## config.mk

```make
export PLATFORM = sky130hd
export DESIGN_NAME = uart_boot_loader
export DESIGN_NICKNAME = d
export VERILOG_FILES = /design/src/rtl/uart_boot_loader.sv
export SDC_FILE = /design/constraint.sdc
export NUM_CORES = 1
export LEC_CHECK = 0
export BUFFER_PORTS_ARGS = -buffer_cell sky130_fd_sc_hd__buf_2
export CAP_MARGIN = 25
export CORE_ASPECT_RATIO = 0.7
export CORE_MARGIN = 2
export CORE_UTILIZATION = 44
export DETAILED_ROUTE_END_ITERATION = 12
export GPL_ROUTABILITY_DRIVEN = 0
export PLACE_DENSITY = 0.84
export SLEW_MARGIN = 20
export SYNTH_ARGS = -nofsm -noshare
export SYNTH_HDL_FRONTEND = slang
export SYNTH_SLANG_ARGS = --single-unit
```

## constraint.sdc

```tcl
create_clock -name clk -period 3 [get_ports clk]
set_input_delay 0.15 -clock clk [delete_from_list [all_inputs] [get_ports clk]]
set_output_delay 0.15 -clock clk [all_outputs]
set_load 0.005 [all_outputs]
```

## src/rtl/uart_boot_loader.sv

```systemverilog
module uart_boot_loader #(
  parameter int          IMG_BYTES  = 2048,
  parameter logic [31:0] START_ADDR = 32'h0000_0000,
  parameter int          ADDR_W     = $clog2(IMG_BYTES)
) (
  input  logic              clk,
  input  logic              rst_n,
  input  logic              rom_boot_sel,
  input  logic              wake,
  input  logic              rx_valid,
  input  logic [7:0]        rx_data,
  output logic              rx_ready,
  output logic              mem_we,
  output logic [ADDR_W-1:0] mem_addr,
  output logic [7:0]        mem_wdata,
  output logic              done,
  output logic              start_pulse,
  output logic [31:0]       start_addr
);

  localparam logic [ADDR_W-1:0] LAST = ADDR_W'(IMG_BYTES - 1);

  typedef enum logic [1:0] {ST_STANDBY, ST_LOAD, ST_DONE} state_t;

  state_t            state;
  logic              rom_mode;
  logic              wake_q;
  logic [ADDR_W-1:0] cnt;
  logic              take;
  logic              wake_rise;

  always_ff @(posedge clk)
    if (!rst_n) rom_mode <= rom_boot_sel;

  assign rx_ready   = (state == ST_LOAD);
  assign take       = rx_valid && rx_ready;
  assign wake_rise  = wake && !wake_q;
  assign mem_we     = take;
  assign mem_addr   = cnt;
  assign mem_wdata  = rx_data;
  assign done       = (state == ST_DONE);
  assign start_addr = START_ADDR;

  always_ff @(posedge clk) begin
    if (!rst_n) begin
      state       <= ST_STANDBY;
      wake_q      <= 1'b1;
      cnt         <= '0;
      start_pulse <= 1'b0;
    end else begin
      wake_q      <= wake;
      start_pulse <= 1'b0;
      case (state)
        ST_STANDBY:
          if (rom_mode && wake_rise) state <= ST_LOAD;
        ST_LOAD:
          if (take) begin
            cnt <= cnt + 1'b1;
            if (cnt == LAST) begin
              state       <= ST_DONE;
              start_pulse <= 1'b1;
            end
          end
        default: state <= ST_DONE;
      endcase
    end
  end

endmodule

```

; Word level (Yosys, flattened, before mapping)
; Index checks and enable logic that the tools add are counted.
[word_totals]
regBits = 16
inputBits = 13
output_inout_bits = 55
[op_classes]
addsub = 1
n_eq_ne = 6
n_mux = 5
reduce_logical = 8
[op_table]
columns = op, n
row1 = adder 11 x 1 -> 11 bit (second input constant), 1
row2 = equality test 11 bit (second input constant), 1
row3 = two-way mux 2 bit, 3
row4 = AND reduction 3 bit, 2
row5 = != test 2 x 1 -> 1 bit (second input constant), 2
row6 = one-hot mux 2 bit (2 select lines), 1
row7 = logical AND 1 bit, 3
row8 = equality test 2 x 1 -> 1 bit (second input constant), 1
row9 = equality test 2 bit (second input constant), 1
row10 = zero test 2 bit, 1
row11 = != test 2 bit (second input constant), 1
row12 = AND reduction 2 bit, 1
row13 = zero test 1 bit, 1
row14 = two-way mux 1 bit, 1

; Depth between registers and ports, before layout
[depth]
depth_word = 5
mapped_depth = 4
ltp_nobuf = 4

; Worst setup path after synthesis
; Ideal clock, no wire load.
[synth_timing]
kind = flip-flop to flip-flop
startpoint = register cnt[0], in the netlist mem_addr[0]
endpoint = register cnt[6], in the netlist mem_addr[6]
setup_time_ns = 0.071
arrival_time_ns = 1.265
required_time_ns = 2.929
setup_slack_ns = 1.664
path_stages_with_launch = 5
path_buffers = 0
period_less_slack_ns = 1.336
cell_sequence = dfxtp_1 ha_1 nand2_1 or4_1 a21oi_1
[synth_via]
elab_chain_cells = 1
[synth_lines]
columns = element, line_no
row1 = from (decl), 28  ; logic [ADDR_W-1:0] cnt;
row2 = from (signal assigned), 58  ; cnt <= cnt + 1'b1;
row3 = adder 11 x 1 -> 11 bit, 58
; Every way passes these cells.
; A chain may end at the register's enable or synchronous reset.

; Final worst setup path
[layout_timing]
startpoint = register state[0]
endpoint = register cnt[5], in the netlist mem_addr[5]
[layout_via]
elab_chain_cells = 3
[layout_lines]
columns = element, line_no
row1 = from (decl), 25  ; state_t state;
row2 = from (signal assigned), 46  ; state <= ST_STANDBY;
row3 = from (signal assigned), 55  ; if (rom_mode && wake_rise) state <= ST_LOAD;
row4 = from (signal assigned), 60  ; state <= ST_DONE;
row5 = equality test 2 x 1 -> 1 bit *, "35, 53"
row6 = logical AND 1 bit, 36  ; assign take = rx_valid && rx_ready;
row7 = AND reduction 2 bit (no source line) *, --
; Mark *: on every way between the ends. The rest lies on a longest branch, timed or not.

==> impl_results.md <==
* Diodes inserted at 0
* Port bufs at 19
* Routed WL at 1738 microns
* Synth Flop Type: dfxtp_1
* Final Setup Violations at 0
* Io pins at 68
* Synthesized cell area at 1026 sq um
* Syn Inst Count at 119
* DRT Pass-1 Iters at 5
* RSZ-0062 raised after global routing: no
* Area Growth Syn to Fin at -2.074%
* Synth cell types at 27
* Yosys warns at 0
* Inst Count DP at 159
* Layout net count at 147
* Vias in the first global route at 632
* Avg Synthesized Cell Area at 8.622 sq um
* Critical Path End Type: register
* Vias per Instance at 4.634
* Top cells by area, synth: buf_4 (29%), dfxtp_1 (29%), mux2i_1 (3.9%), or4_1 (3.7%), nor4_1 (3.0%)
* Post-synth top area share at 29.27%
* Clk_skew at 0.01082 ns
* Gr ovfl total at 0
* Initial drt markers at 18
* Clk network pwr share at 33.6%
* Utilization after layout at 46.26%
* Int Power at 0.0002749 W
* Post-Layout Cell Count at 164
* Reg power frac at 60.1%
* Routed len/inst at 10.60 microns
* Setup_tns at 0 ns
* CTS Buffer Depth at 2
* Layout cell share with drive strength beyond 1 at 17.42%
* Clock Tree Root: clkbuf_4
* Latest clock arrival within the worst-skew pair at 0.30 ns
* Die X-Extent at 61.72 microns
* Initial antenna violation count at 0
* Core area at 2172 sq um
* Number of routed nets with antenna violations at 0
* Total CTS buffers at 3
* Hpwl dp at 1334 microns
* Share of flip-flops with an asynchronous set or reset at 0%
* Die height at 44.40 microns
* Final period utilization at 52.90%
* Max Slew Vio Count at 0
* Worst setup SP type: register
* Min cycle time layout at 1.587 ns
* Cell taking the most area after synthesis: buf_4
* Arr. time, crit path at 1.82 ns
* Status: completed
* Die footprint at 2740 sq um
* Crit path max fanout at 14
* H-tree level count at 1
* CTS tree: built
* F_max at 630.1 MHz
* Register-to-register setup slack at 1.41 ns
* Worst path required time at 3.23 ns
* Final hold violations at 0
* Max cap viols at 0
* Seq/Total Area, Yosys at 32.20%
* Starting density of the core at 47.24%
* Clock Sinks at 16
* FP Rows at 14
* Comb pwr share at 6.3%
* Power density over the cells at 362.3 nW/um^2
* Number of remaining DRC errors at 0
* Top-count cell post-synth: buf_4
* Switching share of power at 24.48%
* Net Sw Power at 0.00008910 W
* Worst Hold Class: in -> reg
* GRT Overall Usage at 14.47%
* Clk slew on worst S/H paths at 0.10 ns
* Seq cells post-synth at 16
* Pleak at 0.4768 nW
* Pin count of the biggest net entering global routing at 15
* Setup Crit Path Kind: reg -> reg
* Vias at 760
* Worst vdd ir at 0.3367 mV
* Global-route wire length before repair at 2794 microns
* Post-synth top cells: buf_4 (40), dfxtp_1 (15), nand2_1 (7)
* Number of synthesized flops with an enable pin at 1
-- layer usage --
layer / track usage, % / routed length, microns / vias to the layer above / part of all wire (%)
met2: 21.89 / 812 / 44 / 47
met1: 16.85 / 717 / 343 / 41
li1: - / - / 362 / -
met3: 6.725 / 155 / 11 / 8.9
met5: 0 / 0 / - / 0
met4: 8.085 / 53 / 0 / 3.0
-- flip-flops by register name (all words and copies together), names as in the netlist --
| name | count |
|---|---|
| state | 2 |
| start_pulse | 1 |
| wake_q | 1 |
| mem_addr | 11 |
| rom_mode | 1 |
-- metrics by stage --
| step | worst slack [ns] | area (sq um) | hold WS (ns) | total power [W] |
|---|---|---|---|---|
| after floorplan | 1.664 | 1142 | 0.2230 | 0.0002772 |
| after global placement | 1.558 | 968.4 | 0.3000 | 0.0002445 |
| after detailed placement | 1.444 | 968.4 | 0.3000 | 0.0002453 |
| after CTS | 1.427 | 994.7 | 0.01693 | 0.0003667 |
| after global routing | 1.238 | 1005 | 0.05588 | 0.0003857 |
| final | 1.413 | 1005 | 0.06220 | 0.0003640 |
-- what timing repair did --
item | in CTS | in global routing
gates resized for setup | 0 | 0
endpoints found under the hold margin | 0 | 1
buffers inserted | 0 | 0
hold buffers | 0 | 1
-- worst max-delay path, stage by stage (launching register included) --
cell and delay, ns:
dfxtp_1 0.45, nand3b_1 0.36, or4_1 0.57, a21oi_1 0.16
-- cells in the final DEF (no fill, tap or decap), types with 5 or more instances in the layout --
| cell type | n |
|---|---|
| inv_1 | 5 |
| buf_2 | 19 |
| dfxtp_1 | 15 |
| nand2_1 | 7 |
| or4_1 | 5 |
| conb_1 | 32 |
| a21oi_1 | 5 |
| nor4_1 | 5 |
-- worst paths after layout --
check,from,to,cells past startpoint
worst max-delay path,state[0]$_SDFFE_PN0P_,mem_addr[5]$_SDFFE_PN0P_,3
worst min-delay path,wake,wake_q$_SDFF_PN1_,2
worst max register to register,state[0]$_SDFFE_PN0P_,mem_addr[5]$_SDFFE_PN0P_,3
worst min register to register,mem_addr[10]$_SDFFE_PN0P_,mem_addr[10]$_SDFFE_PN0P_,2
-- logic make-up (layout without fill, tap and decap cells) --
logic type      count (synthesis)  in the layout  share of synthesized area, %
xor+xnor                        2              2                         1.708
fa+ha+maj                       1              1                         1.219
flops                          16             16                         32.20
simple gates                   36             36                         21.46
compound gates                 12             12                         7.195
mux                             4              4                         3.903
buf+inv                        47             29                         31.95
other cells                     1             32                        0.3655
-- layout make-up --
class / count / area (sq um)
timing repair buffer: 20 / 105.1
tap: 32 / 40.04
clock buffer: 4 / 26.28
multi-input combinational: 87 / 484.2
sequential: 16 / 330.3
fill: 217 / 1167
inverter: 5 / 18.77
-- power groups by stage --
stage / sequential [W] / clock, W / combinational [W]
floorplan: 0.000223 / 0 / 0.0000537
finish: 0.000219 / 0.000122 / 0.0000229
CTS: 0.000219 / 0.000126 / 0.0000213
global route: 0.000220 / 0.000138 / 0.0000278
detailed placement: 0.000224 / 0 / 0.0000214
global placement: 0.000224 / 0 / 0.0000208
(Power assumes the default switching activity.)
